===== src/rtl/dmp_pkg.sv =====
package dmp_pkg;
  localparam int DMP_DATA_W = 8;
  localparam int DMP_ADDR_W = 7;
  localparam int DMP_NUM_PORTS = 2;

  // odd byte address of register slot idx in a bank starting at base
  function automatic int slot_addr(input int base, input int idx);
    return base + 2 * idx;
  endfunction
endpackage


===== src/rtl/dmp_addr_decode.sv =====
module dmp_addr_decode #(
  parameter int NUM_PORTS = 2,
  parameter int ADDR_W = 7
) (
  input  logic                 wr_en,
  input  logic [ADDR_W-1:0]    wr_addr,
  input  logic [ADDR_W-1:0]    rd_addr,
  output logic [NUM_PORTS-1:0] data_we,
  output logic [NUM_PORTS-1:0] dir_we,
  output logic                 sel_we,
  output logic                 lat_we,
  output logic [NUM_PORTS-1:0] rd_hit
);
  import dmp_pkg::*;

  localparam int DATA_BASE = 1;
  localparam int DIR_BASE  = DATA_BASE + 2 * NUM_PORTS;
  localparam int SEL_ADDR  = DIR_BASE + 2 * NUM_PORTS;
  localparam int LAT_ADDR  = SEL_ADDR + 2;

  for (genvar k = 0; k < NUM_PORTS; k++) begin : g_port
    assign data_we[k] = wr_en && (wr_addr == ADDR_W'(slot_addr(DATA_BASE, k)));
    assign dir_we[k]  = wr_en && (wr_addr == ADDR_W'(slot_addr(DIR_BASE, k)));
    assign rd_hit[k]  = (rd_addr == ADDR_W'(slot_addr(DATA_BASE, k)));
  end

  assign sel_we = wr_en && (wr_addr == ADDR_W'(SEL_ADDR));
  assign lat_we = wr_en && (wr_addr == ADDR_W'(LAT_ADDR));
endmodule


===== src/rtl/dmp_port_lane.sv =====
module dmp_port_lane #(
  parameter int DATA_W = 8
) (
  input  logic              clk,
  input  logic              rst_n,
  input  logic              data_we,
  input  logic              dir_we,
  input  logic [DATA_W-1:0] wdata,
  input  logic [DATA_W-2:0] pin_in,
  output logic [DATA_W-2:0] pin_out,
  output logic [DATA_W-1:0] rd_value
);
  localparam int PIN_W = DATA_W - 1;

  logic [PIN_W-1:0] dir_q, data_q, pin_q;
  logic             top_q;
  logic [PIN_W-1:0] dir_nxt, data_nxt;

  always_comb begin
    dir_nxt  = dir_we  ? wdata[PIN_W-1:0] : dir_q;
    data_nxt = data_we ? wdata[PIN_W-1:0] : data_q;
  end

  always_ff @(posedge clk) begin
    if (!rst_n) begin
      dir_q  <= '0;
      data_q <= '0;
      pin_q  <= '0;
      top_q  <= 1'b0;
    end else begin
      dir_q  <= dir_nxt;
      data_q <= data_nxt;
      pin_q  <= data_nxt & dir_nxt;
      if (data_we) top_q <= wdata[DATA_W-1];
    end
  end

  assign pin_out  = pin_q;
  assign rd_value = {top_q, (pin_in & ~dir_q) | pin_q};

  assert_pins_masked_R3: assert property (@(posedge clk) disable iff (!rst_n)
    (pin_q & ~dir_q) == '0);
  assert_bit7_hold_R4: assert property (@(posedge clk) disable iff (!rst_n)
    !data_we |=> $stable(top_q));
  assert_dir_follow_R6: assert property (@(posedge clk) disable iff (!rst_n)
    (dir_we && !data_we) |=> pin_q == ($past(data_q) & $past(wdata[PIN_W-1:0])));
endmodule


===== src/rtl/dmp_ctrl_reg.sv =====
module dmp_ctrl_reg #(
  parameter int NUM_PORTS = 2,
  parameter int DATA_W = 8
) (
  input  logic                 clk,
  input  logic                 rst_n,
  input  logic                 sel_we,
  input  logic                 lat_we,
  input  logic [DATA_W-1:0]    wdata,
  output logic [NUM_PORTS-1:0] port_sel,
  output logic [NUM_PORTS-1:0] latch_en
);
  always_ff @(posedge clk) begin
    if (!rst_n) begin
      port_sel <= '0;
      latch_en <= '0;
    end else begin
      if (sel_we) port_sel <= wdata[NUM_PORTS-1:0];
      if (lat_we) latch_en <= wdata[NUM_PORTS-1:0];
    end
  end

  assert_sel_hold_R7: assert property (@(posedge clk) disable iff (!rst_n)
    !sel_we |=> $stable(port_sel));
  assert_lat_hold_R7: assert property (@(posedge clk) disable iff (!rst_n)
    !lat_we |=> $stable(latch_en));
endmodule


===== src/rtl/dmp_port_pair.sv =====
module dmp_port_pair #(
  parameter int NUM_PORTS = dmp_pkg::DMP_NUM_PORTS,
  parameter int DATA_W    = dmp_pkg::DMP_DATA_W,
  parameter int ADDR_W    = dmp_pkg::DMP_ADDR_W,
  localparam int PIN_W    = DATA_W - 1,
  localparam int BUS_W    = NUM_PORTS * PIN_W
) (
  input  logic                 clk,
  input  logic                 rst_n,
  input  logic                 wr_en,
  input  logic [ADDR_W-1:0]    wr_addr,
  input  logic [DATA_W-1:0]    wr_data,
  input  logic                 rd_en,
  input  logic [ADDR_W-1:0]    rd_addr,
  output logic [DATA_W-1:0]    rd_data,
  output logic                 rd_valid,
  input  logic [BUS_W-1:0]     pin_in,
  output logic [BUS_W-1:0]     pin_out,
  output logic [NUM_PORTS-1:0] port_sel,
  output logic [NUM_PORTS-1:0] latch_en
);
  logic [NUM_PORTS-1:0] data_we, dir_we, rd_hit;
  logic                 sel_we, lat_we;
  logic [DATA_W-1:0]    lane_rd [NUM_PORTS];
  logic [DATA_W-1:0]    rd_mux;

  dmp_addr_decode #(.NUM_PORTS(NUM_PORTS), .ADDR_W(ADDR_W)) u_dec (
    .wr_en(wr_en), .wr_addr(wr_addr), .rd_addr(rd_addr),
    .data_we(data_we), .dir_we(dir_we), .sel_we(sel_we), .lat_we(lat_we),
    .rd_hit(rd_hit)
  );

  for (genvar k = 0; k < NUM_PORTS; k++) begin : g_lane
    dmp_port_lane #(.DATA_W(DATA_W)) u_lane (
      .clk(clk), .rst_n(rst_n),
      .data_we(data_we[k]), .dir_we(dir_we[k]), .wdata(wr_data),
      .pin_in(pin_in[k*PIN_W +: PIN_W]),
      .pin_out(pin_out[k*PIN_W +: PIN_W]),
      .rd_value(lane_rd[k])
    );
  end

  dmp_ctrl_reg #(.NUM_PORTS(NUM_PORTS), .DATA_W(DATA_W)) u_ctrl (
    .clk(clk), .rst_n(rst_n), .sel_we(sel_we), .lat_we(lat_we),
    .wdata(wr_data), .port_sel(port_sel), .latch_en(latch_en)
  );

  always_comb begin
    rd_mux = '0;
    for (int k = 0; k < NUM_PORTS; k++)
      if (rd_hit[k]) rd_mux = rd_mux | lane_rd[k];
  end

  always_ff @(posedge clk) begin
    if (!rst_n) begin
      rd_data  <= '0;
      rd_valid <= 1'b0;
    end else begin
      rd_data  <= rd_en ? rd_mux : '0;
      rd_valid <= rd_en;
    end
  end

  assert_even_wr_R8: assert property (@(posedge clk) disable iff (!rst_n)
    (wr_en && !wr_addr[0]) |=> ($stable(pin_out) && $stable(port_sel) && $stable(latch_en)));
  assert_even_rd_R8: assert property (@(posedge clk) disable iff (!rst_n)
    (rd_en && !rd_addr[0]) |=> rd_data == '0);
  assert_rvalid_set_R5: assert property (@(posedge clk) disable iff (!rst_n)
    rd_en |=> rd_valid);
  assert_rvalid_clr_R5: assert property (@(posedge clk) disable iff (!rst_n)
    !rd_en |=> (!rd_valid && rd_data == '0));
endmodule


===== config.mk =====
export PLATFORM = sky130hd
export DESIGN_NAME = dmp_port_pair
export DESIGN_NICKNAME = d
export VERILOG_FILES = /design/src/rtl/dmp_pkg.sv /design/src/rtl/dmp_addr_decode.sv /design/src/rtl/dmp_port_lane.sv /design/src/rtl/dmp_ctrl_reg.sv /design/src/rtl/dmp_port_pair.sv
export SDC_FILE = /design/constraint.sdc
export NUM_CORES = 1
export LEC_CHECK = 0
export BUFFER_PORTS_ARGS = -buffer_cell sky130_fd_sc_hd__buf_4
export CAP_MARGIN = 20
export CORE_MARGIN = 3
export CORE_UTILIZATION = 40
export CTS_BUF_LIST = sky130_fd_sc_hd__clkbuf_8
export DETAILED_ROUTE_END_ITERATION = 6
export HOLD_SLACK_MARGIN = 0.02
export PLACE_DENSITY = 0.6
export RECOVER_POWER = 50
export SYNTH_ARGS = -nofsm -noshare
export SYNTH_HDL_FRONTEND = slang
export SYNTH_SLANG_ARGS = --single-unit

===== constraint.sdc =====
create_clock -name clk -period 1.8 [get_ports clk]
set_input_delay 0.18 -clock clk [delete_from_list [all_inputs] [get_ports clk]]
set_output_delay 0.18 -clock clk [all_outputs]
set_load 0.1 [all_outputs]

[Word-level counts from Yosys, hierarchy flattened]
Index checks and enable logic that the tools add are counted.
Cells by class
  reduce and logical (&&, ||, !) cells: 7
  eq/ne operators: 8
  bitwise operators: 9
  muxes and demuxes: 6
Operators by type and width (number)
  bitwise AND 7 bit: 4
  two-way mux 7 bit: 4
  two-way mux 8 bit: 2
  == test 7 x 1 -> 1 bit, second input constant: 2
  == test 7 x 2 -> 1 bit, second input constant: 2
  == test 7 x 3 -> 1 bit, second input constant: 2
  == test 7 x 4 -> 1 bit, second input constant: 2
  inverter 7 bit: 2
  OR 7 bit: 2
  OR 8 bit: 1
  logical AND 1 bit: 6
  AND reduction 2 bit: 1
Storage, ports and cells
  output and inout port bits: 27
  register bits: 57

[Longest topological paths before layout]
  depth in word-level cells: 6
  gate-level depth with buffers: 5

[Cells and area by module]
From an unflattened synthesis, not the netlist that was laid out.
Unflattened totals
  cell total of the unflattened synthesis: 248
  area, all modules: 2537.4 µm²
By module, submodules not included
  dmp_port_lane: cells each 96, area an instance 978.4 µm², instances 2, seq. area each 440.4 µm²
  dmp_port_pair: cells each 29, area an instance 340.3 µm², instances 1, seq. area each 180.2 µm²
  dmp_ctrl_reg: cells each 12, area an instance 145.1 µm², instances 1, seq. area each 80.1 µm²
  dmp_addr_decode: cells each 15, area an instance 95.1 µm², instances 1, seq. area each 0.0 µm²

[Least setup slack after synthesis]
No wires, ideal clock.
  path type: in2reg
  from: input port wr_addr[4]
  to: register g_lane[0].u_lane.data_q[0]
  buffers on the path: 1
  library setup time: 72 ps
  setup slack: 313 ps
  arrival: 1415 ps
  cell stages on the path: 4
  cell sequence: or3b_2 -> buf_2 -> nor3_4 -> mux2i_1
Between the ends
  longest elaborated chain between the ends: 3
RTL lines
  start, declared: line dmp_port_pair.sv:11  | input logic [ADDR_W-1:0] wr_addr,
  == test 7 x 1 -> 1 bit: line dmp_addr_decode.sv:22  | assign data_we[k] = wr_en && (wr_addr == ADDR_W'(slot_addr(DATA_BASE, k)));
  logical AND 1 bit: line dmp_addr_decode.sv:22
  two-way mux 7 bit: line dmp_port_lane.sv:21  | data_nxt = data_we ? wdata[PIN_W-1:0] : data_q;
  end signal, assigned: line dmp_port_lane.sv:32  | data_q <= data_nxt;
  end, declared: line dmp_port_lane.sv:15  | logic [PIN_W-1:0] dir_q, data_q, pin_q;
No other way between the ends.
A chain may end at the register's enable or synchronous reset.

[Final worst setup path]
  from: input port wr_addr[4]
  to: register g_lane[0].u_lane.data_q[2]
Same word-level chain as after synthesis.

==> out/qor.yml <==
outcome:
  outcome: "finished, final reports clean"
logic_synthesis:
  yosysWarnings: 0
  ys_seq_area_share_pct: 45.3
  syn_area_um2: 2520
  synth_cells: 261
  syn_area_per_cell_um2: 9.66
  yosys.cell_types.count: 37
  synth_seq_cells: 57
  synth_fp_nets: 301
clocking:
  post_cts_resized: 0
  clockBufferDepth: 2
  clockRootBuffer: "clkbuf_8"
  postCtsHoldBufs: 0
  path_clk_slew_ps: 70
  htree_levels: 3
  cts_made_buffers: 9
  clock-sinks: 57
  clk_latency_ps: 340
  cts_tree: "built"
  cts_setup_buffers: 0
sta:
  rsz0062_at_grt: "false"
  worstMarginPinSlew_ps: 631
  slew_violations: 0
  final.setup_skew_ps: 7.17
  maxSlewHeadroom_pct: 57.8
  setup_slack_ps: 405
  hold_viol: 0
  timing.hold.ws_ps: 102
  final.setup.tns_ps: 0
  layout_min_cycle_time_ps: 1390
  period_share_pct: 77.5
  setup_viol: 0
  fmax_mhz: 717
job:
  cap_violations: 0
setup_path:
  required_ps: 2060
  endpoint_kind: "flip-flop"
  worstSetupStartpointType: "input port"
  crit_type: "input port to flip-flop"
  critPathMaxFanout: 10
  cpMaxStageDelayCell: "or3b_2"
  critical_path_arrival_ps: 1660
  max_stage_delay_ps: 480
  cp_cell_sequence: "clkbuf_1, or3b_2, clkbuf_1, nor3_4, buf_4, mux2i_1"
  cpMostUsedCell: "clkbuf_1"
route:
  wl_met3_um: 361
  drtPass1Iterations: 4
  vias: 2215
  viasPerCell: 5.30
  wl_met1_um: 2990
  drt_wl_total_um: 6560
  wire_per_inst_um: 15.7
  ant_nets: 0
  drt_iter0_markers: 98
  topRoutingLayerUsed: "met4"
  wl_met2_um: 3110
  drcViolationCount: 0
floorplanning:
  ios: 67
  dieArea_um2: 7290
  fp.dieH_um: 85.4
  row_count: 28
  coreArea_um2: 6030
  initial_core_util_pct: 41.8
  chipWidth_um: 85.4
power_and_ir_drop:
  p_per_area_nw_per_um2: 806
  power_leakage_nw: 1.47
  ir_drop_v: 0.000525
finish:
  final_util_pct: 54.6
  area_growth_syn_to_layout_pct: 30.5
  fin_area_um2: 3290
  diodes: 0
  num-fill-cells: 610
  drive_gt1_share_pct: 30.0
  nNetsFinal: 378
global_routing:
  grtUsageTotal_pct: 18.9
  grt_pass1_vias: 2204
  grt_overflow_total: 0
  antenna_found_initial: 0
  grt_max_degree: 63
  grt_pass1_wl_um: 10800
placed_design:
  post_dp_cell_area_um2: 3170
  routabilityCongestion: 0.804
  hpwl_um: 4800
  io_buffers: 66
  dp_slack_ps: 125
min_path:
  hold_class: "input port to flip-flop"
==> metrics by stage <==
step	std cells	total power, mW
2_1_floorplan	261	1.39
3_3_place_gp	402	1.51
3_5_place_dp	402	1.51
4_1_cts	418	2.69
5_1_grt	418	2.77
6_report	418	2.65
==> logic make-up after synthesis <==
family | share of synthesized area (%)
flops | 45.3
mux | 19.1
simple gates | 22.4
compound gates | 9.93
buf+inv | 3.33
==> worst max-delay path, delay by kind of cell <==
kind                   cells  cell delay [ps]
muxes                      1              170
buffers and inverters      3              580
and+or+nand+nor            2              730
==> per-layer routing <==
layer	vias up	track usage [%]
met3	7	3.98
met4	0	8.20
li1	1109	-
met5	-	0
met1	1031	24.6
met2	68	30.3
==> report_power, final <==
group          internal, mW  switching [mW]
clock                 0.666           0.514
combinational        0.0930           0.113
sequential             1.26         0.00175
==> sequential cells by signal (all words and copies together), names as in the netlist <==
signal,cells
rd_data,8
g_lane.u_lane.top_q,2
rd_valid,1
u_ctrl.port_sel,2
g_lane.u_lane.dir_q,14
g_lane.u_lane.pin_out,14
u_ctrl.latch_en,2
g_lane.u_lane.data_q,14
==> Yosys cell counts <==
library cell / number / area share, %
dfxtp_1: 57 / 45
nand2_1: 43 / 6.4
mux2i_1: 39 / 15
nand4_1: 12 / 3.0
clkbuf_1: 9 / 1.3
a21boi_0: 8 / 2.4
mux2_2: 8 / 3.6
nor2b_1: 8 / 2.0
o211ai_1: 8 / 2.4
a211oi_1: 7 / 2.1
a21oi_1: 7 / 1.4
inv_1: 7 / 1.0
nand3_1: 7 / 1.4
nor3_1: 7 / 1.4
a31oi_1: 4 / 0.99
and4_1: 4 / 1.4
buf_2: 4 / 0.79
nand4bb_1: 2 / 0.89
nor4_1: 2 / 0.50
a211o_1: 1 / 0.35
and2_1: 1 / 0.25
and3_1: 1 / 0.25
and3b_1: 1 / 0.35
buf_1: 1 / 0.15
nand2b_1: 1 / 0.25
nand3_2: 1 / 0.40
nand4b_1: 1 / 0.35
nor2_1: 1 / 0.15
nor3_4: 1 / 0.65
nor3b_2: 1 / 0.50
nor4b_2: 1 / 0.60
nor4bb_1: 1 / 0.40
o2111ai_1: 1 / 0.35
or3_1: 1 / 0.25
or3b_2: 1 / 0.35
or4b_1: 1 / 0.40
or4b_2: 1 / 0.40
==> cell usage in the layout (no fill, tap or decap), drive strengths merged, types with 2 or more instances in the layout <==
master | Yosys | final
inv | 7 | 7
dfxtp | 57 | 57
nand3 | 8 | 8
a31oi | 4 | 4
buf | 5 | 54
or4b | 2 | 2
nor2b | 8 | 8
nand2 | 43 | 43
clkinv | 0 | 4
clkbuf | 9 | 36
nand4 | 12 | 12
a21oi | 7 | 7
o211ai | 8 | 8
nor3 | 8 | 8
mux2i | 39 | 39
mux2 | 8 | 8
nand4bb | 2 | 2
a21boi | 8 | 8
nor4 | 2 | 2
and4 | 4 | 4
a211oi | 7 | 7
==> final timing paths <==
check | start | to | slack, ps | cells past startpoint
min | rd_en | rd_valid | 100 | 2
max reg2reg | g_lane[0].u_lane.dir_q[6] | rd_data[6] | 810 | 3
max | wr_addr[4] | g_lane[0].u_lane.data_q[2] | 410 | 6
min reg2reg | u_ctrl.port_sel[1] | u_ctrl.port_sel[1] | 460 | 2
==> final cells by class <==
| cell class | instances | area, µm² | area share (%) |
|---|---|---|---|
| tap | 75 | 93.8 | 2.85 |
| multi-input combinational | 183 | 1290 | 39.2 |
| clock inverter | 6 | 57.6 | 1.75 |
| clock buffer | 10 | 138 | 4.18 |
| timing repair buffer | 80 | 543 | 16.5 |
| inverter | 7 | 26.3 | 0.798 |
| sequential | 57 | 1140 | 34.7 |
Power figures use the tool's default switching activity.
